`src/rtl/pci_tgt_cmd_ctl.sv`:
```
module pci_tgt_cmd_ctl #(
  parameter int NREG    = 7,
  parameter int NOBURST = 3,
  localparam int RW     = $clog2(NREG)
) (
  input  logic            clk,
  input  logic            rst_n,
  input  logic            bus_active_n,
  input  logic            init_ready_n,
  input  logic [3:0]      cmd_be_n,
  input  logic [1:0]      addr_lo,
  input  logic [NREG-1:0] region_hit,
  output logic            owned,
  output logic            tgt_ready_n,
  output logic            disc_req_n,
  output logic            be_strobe,
  output logic            be_write,
  output logic [1:0]      be_space,
  output logic [RW-1:0]   be_region
);

  localparam logic [1:0] SP_MEM = 2'b00;
  localparam logic [1:0] SP_IO  = 2'b01;
  localparam logic [1:0] SP_CFG = 2'b10;

  typedef enum logic [1:0] {S_IDLE, S_DATA, S_HOLD} st_t;
  st_t st;

  logic          frame_q, disc_q, cmd_ok, no_burst, addr_phase, take;
  logic [1:0]    cmd_sp;
  logic [RW-1:0] hit_idx;

  always_comb begin
    cmd_ok = 1'b0;
    cmd_sp = SP_MEM;
    case (cmd_be_n)
      4'b0010, 4'b0011: begin cmd_ok = 1'b1; cmd_sp = SP_IO; end
      4'b1010, 4'b1011: begin cmd_ok = 1'b1; cmd_sp = SP_CFG; end
      4'b0110, 4'b0111, 4'b1100, 4'b1110, 4'b1111: cmd_ok = 1'b1;
      default: ;
    endcase
  end

  always_comb begin
    hit_idx = '0;
    for (int i = NREG - 1; i >= 0; i--)
      if (region_hit[i]) hit_idx = RW'(i);
  end

  assign addr_phase = (st == S_IDLE) && frame_q && !bus_active_n;
  assign take       = addr_phase && cmd_ok && (|region_hit);
  assign no_burst   = (hit_idx < RW'(NOBURST)) || (cmd_sp == SP_MEM && addr_lo != 2'b00);

  always_ff @(posedge clk or negedge rst_n) begin
    if (!rst_n) begin
      st        <= S_IDLE;
      frame_q   <= 1'b1;
      disc_q    <= 1'b0;
      be_write  <= 1'b0;
      be_space  <= SP_MEM;
      be_region <= '0;
    end else begin
      frame_q <= bus_active_n;
      case (st)
        S_IDLE:
          if (take) begin
            st        <= S_DATA;
            disc_q    <= no_burst;
            be_write  <= cmd_be_n[0];
            be_space  <= cmd_sp;
            be_region <= hit_idx;
          end
        S_DATA:
          if (!init_ready_n) begin
            if (bus_active_n) st <= S_IDLE;
            else if (disc_q)  st <= S_HOLD;
          end
        S_HOLD:
          if (bus_active_n && !init_ready_n) st <= S_IDLE;
        default: st <= S_IDLE;
      endcase
    end
  end

  assign owned       = (st != S_IDLE);
  assign tgt_ready_n = (st != S_DATA);
  assign disc_req_n  = !(owned && disc_q);
  assign be_strobe   = (st == S_DATA) && !init_ready_n;


  bad_cmd_ignored_chk: assert property (@(posedge clk) disable iff (!rst_n)
    (addr_phase && !cmd_ok) |=> !owned);


  idle_quiet_chk: assert property (@(posedge clk) disable iff (!rst_n)
    !owned |-> (tgt_ready_n && disc_req_n && !be_strobe));


  no_data_after_disc_chk: assert property (@(posedge clk) disable iff (!rst_n)
    (!disc_req_n && !tgt_ready_n && !init_ready_n && !bus_active_n) |=> tgt_ready_n);


  stop_held_chk: assert property (@(posedge clk) disable iff (!rst_n)
    (!disc_req_n && !bus_active_n) |=> !disc_req_n);


  release_chk: assert property (@(posedge clk) disable iff (!rst_n)
    (owned && bus_active_n && !init_ready_n) |=> !owned);


  strobe_ready_chk: assert property (@(posedge clk) disable iff (!rst_n)
    be_strobe |-> (!tgt_ready_n && !init_ready_n && owned));

endmodule

```
`config.mk`:
```
export PLATFORM = sky130hd
export DESIGN_NAME = pci_tgt_cmd_ctl
export DESIGN_NICKNAME = d
export VERILOG_FILES = /design/src/rtl/pci_tgt_cmd_ctl.sv
export SDC_FILE = /design/constraint.sdc
export NUM_CORES = 1
export LEC_CHECK = 0
export ABC_AREA = 1
export BUFFER_PORTS_ARGS = -buffer_cell sky130_fd_sc_hd__buf_2
export CORE_MARGIN = 1.5
export CORE_UTILIZATION = 41
export CTS_CLUSTER_DIAMETER = 40
export DETAILED_ROUTE_END_ITERATION = 16
export PLACE_DENSITY = 0.72
export SLEW_MARGIN = 15
export SYNTH_ARGS = -nofsm -noshare
export SYNTH_HDL_FRONTEND = slang
export SYNTH_SLANG_ARGS = --single-unit
```
`constraint.sdc`:
```
create_clock -name clk -period 1.2 [get_ports clk]
set_clock_uncertainty 0.2 [all_clocks]
set_input_delay 0.12 -clock clk [delete_from_list [all_inputs] [get_ports clk]]
set_output_delay 0.12 -clock clk [all_outputs]
set_load 0.01 [all_outputs]
```
Word-level counts from Yosys, hierarchy flattened
Index checks and enable logic that the tools add are counted.
{ "totals": {"reg_bits": 10, "out_inout_bits": 10} }
{ "op_classes": {"n_lt_le_gt_ge": 1, "n_eq_ne": 16, "n_mux": 15, "reduce_logical": 22} }
{ "op_table": {"columns": ["op", "count"], "rows": [
  ["$mux 3", 7],
  ["$eq 4x4->1 const B", 5],
  ["$mux 2", 5],
  ["$reduce_or 9->1", 1],
  ["$eq 4x2->1 const B", 2],
  ["$eq 4x3->1 const B", 2],
  ["$logic_and 1x1->1", 8],
  ["$reduce_or 7->1", 1],
  ["$ne 2x2->1 const B", 3],
  ["$pmux 2 s3", 1],
  ["$logic_not 2->1", 2],
  ["$pmux 2 s2", 1],
  ["$reduce_and 4->1", 1],
  ["$reduce_bool 2->1", 2],
  ["$reduce_or 2->1", 2],
  ["$logic_not 1->1", 3],
  ["$lt 3x2->1 const B", 1],
  ["$ne 3x3->1 const B", 1],
  ["$eq 2x1->1 const B", 1],
  ["$eq 2x2->1 const B", 1],
  ["$ne 2x1->1 const B", 1],
  ["$reduce_and 2->1", 1],
  ["$logic_or 1x1->1", 1],
  ["$mux 1", 1]
]} }

Logic depth before layout (Yosys ltp)
{ "depth": {"word_depth": 9, "depth_mapped": 7, "depth_no_buf": 7} }

Worst setup path before layout
OpenSTA, ideal clock, no wires.
{ "synth_timing": {"kind": "register -> register", "from": "register frame_q", "to": "register disc_q", "setup_time_ns": 0.127, "arrival_time_ns": 0.999, "slack_ns": -0.126, "stages_incl_launch_ff": 6, "n_path_buf": 0, "cell_sequence": "dfstp_2 nand2_2 nor2_4 nand2_4 nor3_1 a21oi_2"} }
{ "synth_between": {"elab_chain_cells": 5} }
{ "synth_rtl": {"columns": ["element", "line_no", "source"], "rows": [
  ["start, declared", "29", "logic frame_q, disc_q, cmd_ok, no_burst, addr_phase, take;"],
  ["start signal, assigned", "63", "frame_q <= bus_active_n;"],
  ["$logic_and 1x1->1 (2 in series)", "50", "assign addr_phase = (st == S_IDLE) && frame_q && !bus_active_n;"],
  ["$logic_and 1x1->1 (2 in series)", "51", "assign take = addr_phase && cmd_ok && (|region_hit);"],
  ["$reduce_and 2->1 (no source line)", null, null],
  ["end signal, assigned", "68", "disc_q <= no_burst;"],
  ["end, declared", "29", null]
]} }
No other way between the ends.
A chain may end at the register's enable or synchronous reset.

Worst setup path after layout
{ "layout_timing": {"from": "register st[1]", "to": "output port be_strobe"} }
{ "layout_between": {"elab_chain_cells": 2} }
{ "layout_rtl": {"columns": ["element", "line_no", "source"], "rows": [
  ["start, declared", "27", "st_t st;"],
  ["start signal, assigned", "56", "st <= S_IDLE;"],
  ["start signal, assigned", "67", "st <= S_DATA;"],
  ["start signal, assigned", "75", "if (bus_active_n) st <= S_IDLE;"],
  ["$eq 2x1->1", "88", "assign be_strobe = (st == S_DATA) && !init_ready_n;"],
  ["$logic_and 1x1->1", "88", null],
  ["end, declared", "16", "output logic be_strobe,"]
]} }
No other way between the ends.

==> results.md <==
* Status: finished with violations
* Violations in the final reports: setup timing
* Layout cells sized above 1 at 0.523
* Dpl cells at 130
* Most common cell in the synthesized netlist: nand2_1
* Fillers at around 100
* Critical Path Sink Type: output pin
* First-pass GRT wire length at 2.93 mm
* Critical Setup Path Class: flip-flop to output pin
* Final GP Congestion at ~0.84
* Max-cap violations at 0
* Final setup fails at 13
* Critical path cell sequence: inv_2 -> nand2_4 -> buf_6 -> nor2_2 -> buf_2
* # DRC at 0
* Core area at 1370 sq um
* Post-synth net total at 98
* Die Area at 1790 sq um
* Final slew viol count at 0
* Total GRT Usage at 0.215
* Synthesized instance count at 81
* Slew margin rel. at 0.786
* # diodes at 0
* Area grow syn2layout at 64.8%
* Starting density of the core at 0.462
* Pre-CTS setup slack at -216 ps
* DR vias/cell at ~5
* Critical path arrival at 1110 ps
* Finished Layout Cells at 145
* CP max FO at 3
* Worst Max-Slew Pin Slew at 321 ps
* Top post-synthesis cells by count: nand2_1, dfrtp_1, a21oi_1, nor2_1, nor2_2
* Die Width at 42.3 um
* VDD IR max at 754 uV
* Leak at 0.525 nW
* Largest net degree at the start of global routing at 11
* Initial antenna violation count at 0
* Final wirelength at 1.75 mm
* TritonCTS Buffers at 3
* Final Critical Period at 1430 ps
* Synth Area per Inst at 7.80 sq um
* Max Root-Sink Buffers at 2
* Post-synth ARST share at 1.00
* Starting DRC count in detailed routing at 8
* PnR worst setup slack at -226 ps
* H-tree levels at 1
* CP Buf/Inv Count at 3
* Largest area contributor in the netlist: dfrtp_1
* CTS root buffer: clkbuf_4
* Clock Sinks at 10
* Fin nets at 148
* Vias in the first global route at 693
* Cell area after layout at around 1000 sq um
* Final core utilization at 0.762
* Grt total ovfl at 0
* Slowest CP cell: dfrtp_1
* Worst-path clk slew at 60 ps
* HPWL after DPL at 1.23 mm
* CTS tree: yes
* Post-synth EDFFs at 0
* Pwr per Cell Area at between 1000 and 1500 nW/um^2
* FF+latch count, synth at 10
* TritonRoute pass-1 iters at 4
* Mean routed wirelength per cell at approximately 12 um
* Final Hold Fails at 0
* Via count at 713
* Slowest stage delay, CP at 380 ps
* Yosys top cell area share at 0.356
* Register cell area after layout at around 250 sq um
* Total power at 1.16 mW
* Yosys cell types at 19
* Register area share after synthesis at 0.398
* # rows at 13
* Final worst-path cycle share at 1.19
* Ys flop type: dfrtp_1
* Hold crit path type: primary input to flip-flop
* Delay-heaviest family, CP: flip-flops
* Die H at between 40 and 50 um
* Max frequency at roughly 700 MHz
* Multi-input logic area at 395 sq um
* Number of synthesis warnings at 0
* Critical Path RT at between 800 and 900 ps
* Worst-Skew Late Latency at 270 ps
* Ports at 27
* Post-DP Area at 846 sq um
* Detail Route Antenna Nets at 0
* RSZ-0062 raised after global routing: yes
* Port Buffers at 26
* Synth Cell Area at between 600 and 700 sq um
* Startpoint types: flip-flop
* Area contributors post-synth: dfrtp_1, nand2_1, a21oi_1
==> placed cells by master, fill, tap and decap left out, drive strengths merged <==
master       instances
a211oi               1
a21oi                8
buf                 36
clkbuf               4
dfrtp                9
dfstp                1
dlygate4sd3          8
inv                  8
nand2               25
nand3                4
nor2                17
nor3                 2
o21ai                3
o21bai               3
o22ai                1
==> what timing repair did <==
item                                    in CTS  in global routing
gates cloned                                 1                  0
hold buffers                                 8                  0
pin swaps                                    6                  7
endpoints found under the setup margin      13                 13
setup buffers                                1                  1
hold endpoints to repair                    15                  0
gates resized for setup                     10                  4
==> kinds of logic after synthesis <==
group	synth area share
compound gates	0.150
simple gates	0.404
buf+inv	0.0475
flops	0.398
==> metrics by stage <==
stage / setup TNS [ps] / hold WS, ps
after floorplan: -792 / -376
after global placement: -1130 / -215
after detailed placement: -1540 / -207
after CTS: -2180 / 5.58
after global routing: -3060 / 28.2
final: -2340 / 6.96
==> state kept, by name, summed over array words and instances (netlist names) <==
name / count
be_region: 3
be_space: 2
be_write: 1
disc_q: 1
frame_q: 1
st: 2
==> final cells by class <==
cell class / instances / area share
tap: 15 / 0.0180
inverter: 8 / 0.0288
sequential: 10 / 0.242
multi-input combinational: 64 / 0.380
timing repair buffer: 44 / 0.297
clock buffer: 4 / 0.0349
==> where the power goes <==
part / leakage (nW) / switching, mW / internal (mW)
Clock: 0.0210 / 0.118 / 0.184
Sequential: 0.121 / 0.0378 / 0.393
Combinational: 0.383 / 0.212 / 0.212
==> metal layers <==
metal  vias to the layer above  wire, um  global-route usage
met5                         -         0                   0
met4                         0        27              0.0938
met3                         4        63              0.0302
met2                        20       916               0.382
met1                       327       745               0.255
li1                        362         -                   -
==> final timing paths <==
kind / startpoint / to / slack (ps) / depth (start not counted)
min in group asynchronous: rst_n / be_region[0] / 60 / 2
hold reg to reg: be_space[1] / be_space[1] / 300 / 2
setup reg to reg: frame_q / be_space[0] / -200 / 6
setup / recovery: st[1] / be_strobe / -230 / 5
hold / removal: cmd_be_n[3] / be_space[1] / 7 / 5
max in group asynchronous: rst_n / frame_q / 490 / 2
==> worst register-to-register path, stage by stage, from the launching register on <==
cell	delay, ps
dfstp_2	530
nand2_2	60
nor2_4	100
nand2_4	120
nor2_4	180
nand2_1	80
nand2_1	60
Power figures use the tool's default switching activity.
